==> src/rtl/cms_pkg.sv <==
package cms_pkg;

  typedef enum logic [2:0] {
    REG_IC_LINE_INV = 3'd0,
    REG_DC_LINE_INV = 3'd1,
    REG_DC_LINE_FLUSH = 3'd2,
    REG_IC_TAG = 3'd3,
    REG_DC_TAG = 3'd4
  } cms_reg_e;

  localparam logic [2:0] OPC_INV = 3'd1;
  localparam logic [2:0] OPC_WB = 3'd2;
  localparam logic [2:0] OPC_WB_INV = 3'd3;
  localparam logic [2:0] OPC_IC_INV = 3'd4;

  function automatic cms_reg_e cmd_target(input logic [2:0] op);
    if (op == OPC_IC_INV) return REG_IC_LINE_INV;
    else if (op[0]) return REG_DC_LINE_INV;
    else return REG_DC_LINE_FLUSH;
  endfunction

  function automatic cms_reg_e tag_target(input logic [2:0] op);
    return (op == OPC_IC_INV) ? REG_IC_TAG : REG_DC_TAG;
  endfunction

endpackage

==> src/rtl/cms_decode.sv <==
module cms_decode
  import cms_pkg::*;
#(
  parameter int AW = 32,
  parameter int SW = 16,
  parameter int LINE_BYTES = 64,
  parameter int PAGE_SHIFT = 13,
  parameter int PACK_W = 5,
  localparam int LSH = $clog2(LINE_BYTES),
  localparam int CW = SW + 2
) (
  input  logic [2:0]        op,
  input  logic [AW-1:0]     paddr,
  input  logic [AW-1:0]     vaddr,
  input  logic [SW-1:0]     size,
  input  logic              full_page,
  output cms_reg_e          cmd_reg,
  output cms_reg_e          tag_reg,
  output logic [AW-1:0]     p_start,
  output logic [AW-1:0]     v_start,
  output logic [PACK_W-1:0] pack_bits,
  output logic [CW-1:0]     n_lines,
  output logic              is_empty
);

  localparam logic [AW-1:0] LMASK = AW'(LINE_BYTES - 1);

  logic [CW-1:0] offset;
  logic [CW-1:0] adj_size;

  always_comb begin
    cmd_reg   = cmd_target(op);
    tag_reg   = tag_target(op);
    offset    = full_page ? '0 : CW'(paddr[LSH-1:0]);
    adj_size  = CW'(size) + offset;
    n_lines   = (adj_size + CW'(LINE_BYTES - 1)) >> LSH;
    p_start   = full_page ? paddr : (paddr & ~LMASK);
    v_start   = full_page ? vaddr : (vaddr & ~LMASK);
    pack_bits = vaddr[PAGE_SHIFT +: PACK_W];
    is_empty  = (size == '0);
  end

endmodule

==> src/rtl/cms_engine.sv <==
module cms_engine
  import cms_pkg::*;
#(
  parameter int AW = 32,
  parameter int LINE_BYTES = 64,
  parameter int PACK_W = 5,
  parameter int CW = 18
) (
  input  logic              clk,
  input  logic              rst_n,
  input  logic              start,
  input  logic              start_empty,
  input  logic              split_in,
  input  logic              full_in,
  input  cms_reg_e          cmd_reg_in,
  input  cms_reg_e          tag_reg_in,
  input  logic [AW-1:0]     p_in,
  input  logic [AW-1:0]     v_in,
  input  logic [PACK_W-1:0] pack_in,
  input  logic [CW-1:0]     lines_in,
  output logic              idle,
  output logic              wr_valid,
  input  logic              wr_ready,
  output logic [2:0]        wr_reg,
  output logic [AW-1:0]     wr_data,
  output logic              done
);

  typedef enum logic [1:0] {S_IDLE, S_TAG, S_CMD} st_e;

  st_e               st;
  logic [CW-1:0]     remain;
  logic [AW-1:0]     pcur;
  logic [AW-1:0]     vcur;
  logic [PACK_W-1:0] pack_q;
  logic              split_q;
  logic              full_q;
  cms_reg_e          cmd_q;
  cms_reg_e          tag_q;

  logic fire;
  logic tag_fire;
  logic cmd_fire;
  logic last_fire;

  assign idle      = (st == S_IDLE);
  assign wr_valid  = (st != S_IDLE);
  assign fire      = wr_valid && wr_ready;
  assign tag_fire  = fire && (st == S_TAG);
  assign cmd_fire  = fire && (st == S_CMD);
  assign last_fire = cmd_fire && (remain == CW'(1));

  always_comb begin
    if (st == S_TAG) begin
      wr_reg  = tag_q;
      wr_data = pcur;
    end else begin
      wr_reg  = cmd_q;
      wr_data = split_q ? vcur : (pcur | AW'(pack_q));
    end
  end

  always_ff @(posedge clk) begin
    if (!rst_n) begin
      st      <= S_IDLE;
      remain  <= '0;
      pcur    <= '0;
      vcur    <= '0;
      pack_q  <= '0;
      split_q <= 1'b0;
      full_q  <= 1'b0;
      cmd_q   <= REG_IC_LINE_INV;
      tag_q   <= REG_IC_TAG;
      done    <= 1'b0;
    end else begin
      done <= 1'b0;
      case (st)
        S_IDLE: begin
          if (start) begin
            if (start_empty) begin
              done <= 1'b1;
            end else begin
              remain  <= lines_in;
              pcur    <= p_in;
              vcur    <= v_in;
              pack_q  <= pack_in;
              split_q <= split_in;
              full_q  <= full_in;
              cmd_q   <= cmd_reg_in;
              tag_q   <= tag_reg_in;
              st      <= split_in ? S_TAG : S_CMD;
            end
          end
        end
        S_TAG: begin
          if (tag_fire) begin
            if (!full_q) pcur <= pcur + AW'(LINE_BYTES);
            st <= S_CMD;
          end
        end
        S_CMD: begin
          if (cmd_fire) begin
            vcur   <= vcur + AW'(LINE_BYTES);
            if (!split_q) pcur <= pcur + AW'(LINE_BYTES);
            remain <= remain - CW'(1);
            if (last_fire) begin
              st   <= S_IDLE;
              done <= 1'b1;
            end else if (split_q && !full_q) begin
              st <= S_TAG;
            end
          end
        end
        default: st <= S_IDLE;
      endcase
    end
  end

  // held write stays put under back-pressure
  a_r10_hold: assert property (@(posedge clk) disable iff (!rst_n)
    (wr_valid && !wr_ready) |=> (wr_valid && $stable(wr_data) && $stable(wr_reg)));

  // an accepted tag write is followed by a command write
  a_r5_tag_then_cmd: assert property (@(posedge clk) disable iff (!rst_n)
    tag_fire |=> (wr_valid && (wr_reg == 3'(cmd_q))));

  // full-page split runs issue no further tag writes after a command
  a_r6_single_tag: assert property (@(posedge clk) disable iff (!rst_n)
    (cmd_fire && split_q && full_q && !last_fire) |=> (wr_reg == 3'(cmd_q)));

  // done only when idle, and never two cycles running
  a_r8_done_idle: assert property (@(posedge clk) disable iff (!rst_n)
    done |-> (!wr_valid && idle));
  a_r8_done_pulse: assert property (@(posedge clk) disable iff (!rst_n)
    done |=> !done);

  // empty request completes without writes
  a_r9_empty: assert property (@(posedge clk) disable iff (!rst_n)
    (start && start_empty && idle) |=> (done && !wr_valid));

endmodule

==> src/rtl/cmaint_seq.sv <==
module cmaint_seq
  import cms_pkg::*;
#(
  parameter int AW = 32,
  parameter int SW = 16,
  parameter int LINE_BYTES = 64,
  parameter int PAGE_SHIFT = 13,
  parameter int PACK_W = 5
) (
  input  logic          clk,
  input  logic          rst_n,
  input  logic          req_valid,
  output logic          req_ready,
  input  logic [2:0]    req_op,
  input  logic [AW-1:0] req_paddr,
  input  logic [AW-1:0] req_vaddr,
  input  logic [SW-1:0] req_size,
  input  logic          req_full_page,
  input  logic          split_mode,
  output logic          wr_valid,
  input  logic          wr_ready,
  output logic [2:0]    wr_reg,
  output logic [AW-1:0] wr_data,
  output logic          done
);

  localparam int CW = SW + 2;

  cms_reg_e          d_cmd;
  cms_reg_e          d_tag;
  logic [AW-1:0]     d_p;
  logic [AW-1:0]     d_v;
  logic [PACK_W-1:0] d_pack;
  logic [CW-1:0]     d_lines;
  logic              d_empty;
  logic              accept;

  assign accept = req_valid && req_ready;

  cms_decode #(
    .AW(AW), .SW(SW), .LINE_BYTES(LINE_BYTES),
    .PAGE_SHIFT(PAGE_SHIFT), .PACK_W(PACK_W)
  ) u_dec (
    .op(req_op), .paddr(req_paddr), .vaddr(req_vaddr), .size(req_size),
    .full_page(req_full_page), .cmd_reg(d_cmd), .tag_reg(d_tag),
    .p_start(d_p), .v_start(d_v), .pack_bits(d_pack),
    .n_lines(d_lines), .is_empty(d_empty)
  );

  cms_engine #(
    .AW(AW), .LINE_BYTES(LINE_BYTES), .PACK_W(PACK_W), .CW(CW)
  ) u_eng (
    .clk(clk), .rst_n(rst_n), .start(accept), .start_empty(d_empty),
    .split_in(split_mode), .full_in(req_full_page),
    .cmd_reg_in(d_cmd), .tag_reg_in(d_tag), .p_in(d_p), .v_in(d_v),
    .pack_in(d_pack), .lines_in(d_lines), .idle(req_ready),
    .wr_valid(wr_valid), .wr_ready(wr_ready), .wr_reg(wr_reg),
    .wr_data(wr_data), .done(done)
  );

  // no pending write while a request may be taken
  a_r11_ready_idle: assert property (@(posedge clk) disable iff (!rst_n)
    req_ready |-> !wr_valid);

endmodule

==> config.mk <==
export PLATFORM = sky130hd
export DESIGN_NAME = cmaint_seq
export DESIGN_NICKNAME = d
export VERILOG_FILES = /design/src/rtl/cms_pkg.sv /design/src/rtl/cms_decode.sv /design/src/rtl/cms_engine.sv /design/src/rtl/cmaint_seq.sv
export SDC_FILE = /design/constraint.sdc
export NUM_CORES = 1
export LEC_CHECK = 0
export BUFFER_PORTS_ARGS = -buffer_cell sky130_fd_sc_hd__buf_2
export CAP_MARGIN = 20
export CORE_ASPECT_RATIO = 0.7
export CORE_MARGIN = 3
export CORE_UTILIZATION = 56
export CTS_CLUSTER_SIZE = 40
export DETAILED_ROUTE_END_ITERATION = 10
export GPL_TIMING_DRIVEN = 0
export PLACE_DENSITY = 0.81
export SLEW_MARGIN = 20
export SYNTH_ARGS = -nofsm -noshare
export SYNTH_HDL_FRONTEND = slang
export SYNTH_SLANG_ARGS = --single-unit
==> constraint.sdc <==
create_clock -name clk -period 4.2 [get_ports clk]
set_clock_uncertainty 0.15 [all_clocks]
set_input_delay 0.84 -clock clk [delete_from_list [all_inputs] [get_ports clk]]
set_output_delay 0.84 -clock clk [all_outputs]
set_load 0.005 [all_outputs]
==> flow_summary.toml, run 1 <==
[detailed_routing]
viasPerCell = 6.45
drt_wl_total_um = 22300
wl_met1_um = 9460
top_layer_used = "met4"
dr.pass1.iters = 8
drtIter0Drc = 1159
wl_per_cell_um = 19.7
drc = 0
drtAntennaViolNets = 0
wl_met2_um = 8960
via_count = 7277
met3_length_um = 3460

[yosys]
syn_area_um2 = 6340
synth_ff_type = "dfxtp_1"
synth_edf_count = 0
ys_seq_area_share_pct = 30.3
yosysUniqueCellTypes = 73
synth_seq_cells = 96
syn-num-nets = 946
synthArstFlopShare_pct = 0
synth_cells = 839
yosysWarningCount = 0
synth_area_per_cell_um2 = 7.55

[cts]
insertion_delay_ns = 0.35
cts_root_buf = "clkbuf_16"
cts_made_buffers = 9
max-clock-path-buffers = 2
cts_tree = "built"
cts_htree_levels = 3
post_cts_resized = 0
clk_pin_slew_ns = 0.07
hold_buffers = 0
clkSinkCount = 96
cts_setup_buffers = 0

[sta]
post-route-period-util_pct = 95.7
tns_ns = 0
worst_slew_pin_slew_ns = 0.900
relSlewSlack_pct = 40.0
rsz0062_at_grt = "false"
slew_viol_final = 0
hold_viol = 0
clock.fmax_ghz = 0.249
finalSetupViolations = 0
fin_crit_ns = 4.02

[setup_path]
cp_max_fo = 10
worstSetupStartpointType = "register"
required_ns = 3.21
cp_data_arrival_time_ns = 3.03
path_class = "reg -> out"
cp-startpoint = "u_eng.st[1]"
critPathCaptureType = "output port"
rr_startpoint = "u_eng.st[1]"
ff2ff_path_depth = 9

[cells_and_area]
regArea_um2 = 1920
final_common_cell = "buf_2"
post-route-util_pct = 70.0
mostFrequentLayoutCells = "buf_2, nand2_1, dfxtp_1, a21oi_1, nor2_1"
nets = 1081
multiInputGateArea_um2 = 4050
nFillCells = 950
layout-drive-gt1-share_pct = 20.4
fin_area_um2 = 7470
syn2layout_area_growth_pct = 17.9

[min_path]
worst_hold_path_type = "reg -> reg"
hold_start = "u_eng.vcur[0]"
hold_depth = 2

[power]
finalPower_mw = 5.29
p_leak_nw = 3.04
power_density_nw_per_um2 = 709
ir_drop_mv = 0.317

[placement]
gp_congestion = 1.06
place_area_um2 = 7140
portBuffers = 124
place.detailed.hpwl_um = 16600

[die]
ios = 127
die_h_um = 95.0
dieWidth_um = 133
start_util_pct = 59.4
core_um2 = 10700
rows = 31
die_area_um2 = 12600

[grt]
track_usage_pct = 34.4
grt_pass1_vias = 6413
antenna_found_initial = 0
grt_max_degree = 17
overflow = 0
grt_pass1_wl_um = 34200

[outcome]
outcome = "finished, final reports clean"

[flow_run]
cap_violations = 0
==> layout make-up <==
type	count	area share, %
inverter	34	1.71
clock buffer	9	3.02
buffer	53	3.13
multi-input combinational	656	54.3
tap	148	2.48
antenna	1	0.0335
sequential	96	25.7
timing repair buffer	124	8.31
clock inverter	7	1.29
==> worst max-delay path, cell delays in order, from the launching register on <==
cell,delay [ns]
dfxtp_1,0.35
inv_1,0.13
ha_1,0.24
clkbuf_1,0.34
nand2b_1,0.16
clkbuf_1,0.39
clkbuf_1,0.52
mux2_2,0.42
buf_2,0.13
==> cell families (layout without fill, tap and decap cells) <==
kind of cell | Yosys count | in the layout | share of synthesized area (%)
AOI/OAI and AO/OA | 245 | 245 | 25.7
buffers and inverters | 87 | 227 | 5.69
muxes | 36 | 36 | 6.20
other | 0 | 1 | 0
DFF | 96 | 96 | 30.3
xor gates and xnor gates | 14 | 14 | 1.94
adders and majority gates | 18 | 18 | 3.55
and+or+nand+nor | 343 | 343 | 26.6
==> routing by layer <==
layer	track usage, %	vias up
met1	50.7	3330
met3	10.9	42
met2	48.7	555
met5	0	-
met4	7.53	0
li1	-	3350
==> sequential cells by signal (all words and copies together), names as in the netlist <==
| register | cells |
|---|---|
| u_eng.st | 2 |
| u_eng.split_q | 1 |
| u_eng.tag_q | 2 |
| u_eng.done | 1 |
| u_eng.pack_q | 5 |
| u_eng.full_q | 1 |
| u_eng.vcur | 32 |
| u_eng.remain | 18 |
| u_eng.pcur | 32 |
| u_eng.cmd_q | 2 |
==> metrics by stage <==
| stage | setup WS (ns) | hold WS [ns] | instances |
|---|---|---|---|
| detailed placement | 0.571 | 0.292 | 1111 |
| finish | 0.183 | 0.305 | 1128 |
| floorplan | 1.00 | 0.276 | 839 |
| global placement | 0.623 | 0.289 | 1111 |
| CTS | 0.148 | 0.308 | 1127 |
| global route | 0.0708 | 0.328 | 1127 |
==> power breakdown <==
group | switching, mW | internal, mW | total, mW | leakage (nW)
logic | 1.80 | 1.08 | 2.89 | 2.11
clock network | 0.377 | 0.522 | 0.899 | 0.148
registers | 0.326 | 1.18 | 1.51 | 0.787
==> cell usage after synthesis, types with 14 or more instances <==
| library cell | number | area, um2 |
|---|---|---|
| nand4_1 | 16 | 100 |
| nor3_1 | 22 | 110 |
| o21ai_0 | 38 | 190 |
| a21oi_1 | 90 | 450 |
| mux2_2 | 26 | 293 |
| nor2_1 | 68 | 255 |
| dfxtp_1 | 96 | 1920 |
| o32ai_1 | 14 | 123 |
| nand3_1 | 42 | 210 |
| ha_1 | 18 | 225 |
| nand2_1 | 114 | 428 |
| inv_1 | 32 | 120 |
| clkbuf_1 | 41 | 154 |
==> worst paths after layout <==
check             slack, ns             to
hold reg to reg        0.31  u_eng.vcur[0]
hold / removal         0.31  u_eng.vcur[0]
setup reg to reg       1.15  u_eng.vcur[8]
setup / recovery       0.18    wr_data[24]
No activity file was read; power rests on OpenSTA's default activity.
==> run 2: changes to the inputs <==
--- a/config.mk
+++ b/config.mk
@@ -9,11 +9,10 @@
 export CAP_MARGIN = 20
 export CORE_ASPECT_RATIO = 0.7
 export CORE_MARGIN = 3
-export CORE_UTILIZATION = 56
+export CORE_UTILIZATION = 42
 export CTS_CLUSTER_SIZE = 40
 export DETAILED_ROUTE_END_ITERATION = 10
 export GPL_TIMING_DRIVEN = 0
-export PLACE_DENSITY = 0.81
 export SLEW_MARGIN = 20
 export SYNTH_ARGS = -nofsm -noshare
 export SYNTH_HDL_FRONTEND = slang
==> run 2 against run 1 <==
Effect of this change:
- sequential share of layout area down 0.095 points
- worst setup slack better by 0.014 ns
- first-iteration DRC count down 36%
- combinational power is essentially flat
- non-clock buffer count unchanged
- power shrank 0.20%
- final area is 0.37% higher
- largest power group unchanged
- highest routed layer unchanged
==> flow_summary.toml, run 2 (same netlist as run 1, synthesis figures left out) <==
[cts]
insertion_delay_ns = 0.35
clkSinkCount = 96
cts_tree = "built"
cts_htree_levels = 3
clk_pin_slew_ns = 0.07
cts_root_buf = "clkbuf_16"
hold_buffers = 0
cts_made_buffers = 9
max-clock-path-buffers = 2

[detailed_routing]
wl_per_cell_um = 20.5
drtAntennaViolNets = 0
viasPerCell = 6.01
via_count = 7025
drt_wl_total_um = 24000
dr.pass1.iters = 5
drtIter0Drc = 740
drc = 0

[sta]
relSlewSlack_pct = 34.3
clock.fmax_ghz = 0.250
rsz0062_at_grt = "false"
slew_viol_final = 0
fin_crit_ns = 4.00
hold_viol = 0
finalSetupViolations = 0
post-route-period-util_pct = 95.3
tns_ns = 0
worst_slew_pin_slew_ns = 0.985

[setup_path]
rr_startpoint = "u_eng.st[0]"
worstSetupStartpointType = "register"
cp_max_fo = 10
path_buf_inv = 4
critical_path.most_common_cell = "clkbuf_1"
cpMaxStageDelayCell = "clkbuf_1"
required_ns = 3.21
path_class = "reg -> out"
critPathCaptureType = "output port"
r2r_end = "u_eng.vcur[17]"
crit_cells = 7
path_cells = "ha_1, clkbuf_1, nand2b_1, clkbuf_1, clkbuf_2, mux2_2, buf_2"
crit_family = "buffers and inverters"
critPathMaxStageDelay_ns = 0.48
ff2ff_path_depth = 9
r2r_slack_ns = 1.07
cp_data_arrival_time_ns = 3.01

[cells_and_area]
post-route-util_pct = 52.3
nets = 1081
nFillCells = 1481
layout-drive-gt1-share_pct = 20.6
syn2layout_area_growth_pct = 18.3
final_common_cell = "buf_2"
mostFrequentLayoutCells = "buf_2, nand2_1, dfxtp_1, a21oi_1, nor2_1"
reg_top3 = "u_eng.pcur: 32 flops, u_eng.vcur: 32 flops, u_eng.remain: 18 flops"
n_antenna_cell = 0

[die]
die_h_um = 109
die_area_um2 = 16600
core_um2 = 14300
rows = 36
dieWidth_um = 153
ios = 127
start_util_pct = 44.2

[power]
ir_drop_mv = 0.275
power_density_nw_per_um2 = 705
p_leak_nw = 3.04

[grt]
grt_max_degree = 16
grt_pass1_vias = 6312
antenna_found_initial = 0
track_usage_pct = 28.1
grt_pass1_wl_um = 36500
overflow = 0

[min_path]
hold_start = "u_eng.vcur[2]"
hold_depth = 2
holdPathEnd = "u_eng.vcur[2]"
worst_hold_path_type = "reg -> reg"

[placement]
portBuffers = 124
place.detailed.hpwl_um = 18200
gp_congestion = 0.951

[flow_run]
cap_violations = 0

[outcome]
outcome = "finished, final reports clean"
[run 2: worst min-delay path: stages (launching register included)]
cell,delay [ns]
dfxtp_1,0.31
nand2_1,0.05
a21oi_1,0.05
[run 2: area by class of cell]
| class | count | area (um2) | area share [%] |
|---|---|---|---|
| clock buffer | 10 | 239 | 3.19 |
| clock inverter | 5 | 57.6 | 0.768 |
| sequential | 96 | 1920 | 25.6 |
| timing repair buffer | 124 | 621 | 8.28 |
| buffer | 53 | 236 | 3.16 |
| multi-input combinational | 656 | 4050 | 54.1 |
| inverter | 34 | 128 | 1.70 |
| tap | 190 | 238 | 3.17 |
[run 2: how the worst max path moves through the flow]
stage                           end           from  slack, ns
global placement        wr_data[28]    u_eng.st[0]       0.40
detailed placement      wr_data[28]    u_eng.st[0]       0.40
global route            wr_data[28]    u_eng.st[1]       0.04
CTS                     wr_data[28]    u_eng.st[0]       0.02
floorplan           u_eng.remain[9]  req_full_page       1.00
finish                  wr_data[28]    u_eng.st[0]       0.20
[run 2: per-layer routing]
metal | GRT usage, % | part of all wire, %
met3 | 8.41 | 11
met1 | 43.6 | 49
met2 | 37.7 | 38
met4 | 5.85 | 1.2
met5 | 0 | 0
[run 2: per-stage QoR]
stage | setup WS [ns] | area [um2] | cells | hold slack, ns | total power [mW]
3_5_place_dp | 0.404 | 7190 | 1153 | 0.294 | 4.35
5_1_grt | 0.0417 | 7490 | 1168 | 0.325 | 5.63
6_report | 0.196 | 7490 | 1168 | 0.306 | 5.28
3_3_place_gp | 0.396 | 7190 | 1153 | 0.290 | 4.35
4_1_cts | 0.0207 | 7490 | 1168 | 0.307 | 5.20
2_1_floorplan | 1.00 | 6340 | 839 | 0.276 | 3.35
[run 2: power breakdown]
group / total, mW / leakage [nW] / switching, mW / internal, mW
Sequential: 1.51 / 0.787 / 0.326 / 1.18
Combinational: 2.92 / 2.11 / 1.84 / 1.08
Clock: 0.856 / 0.137 / 0.382 / 0.474
Total: 5.28 / 3.04 / 2.54 / 2.74
[run 2: timing repair]
item,in CTS,in global routing
gates resized for setup,0,6
setup endpoints to repair,0,29
buffers inserted,0,0
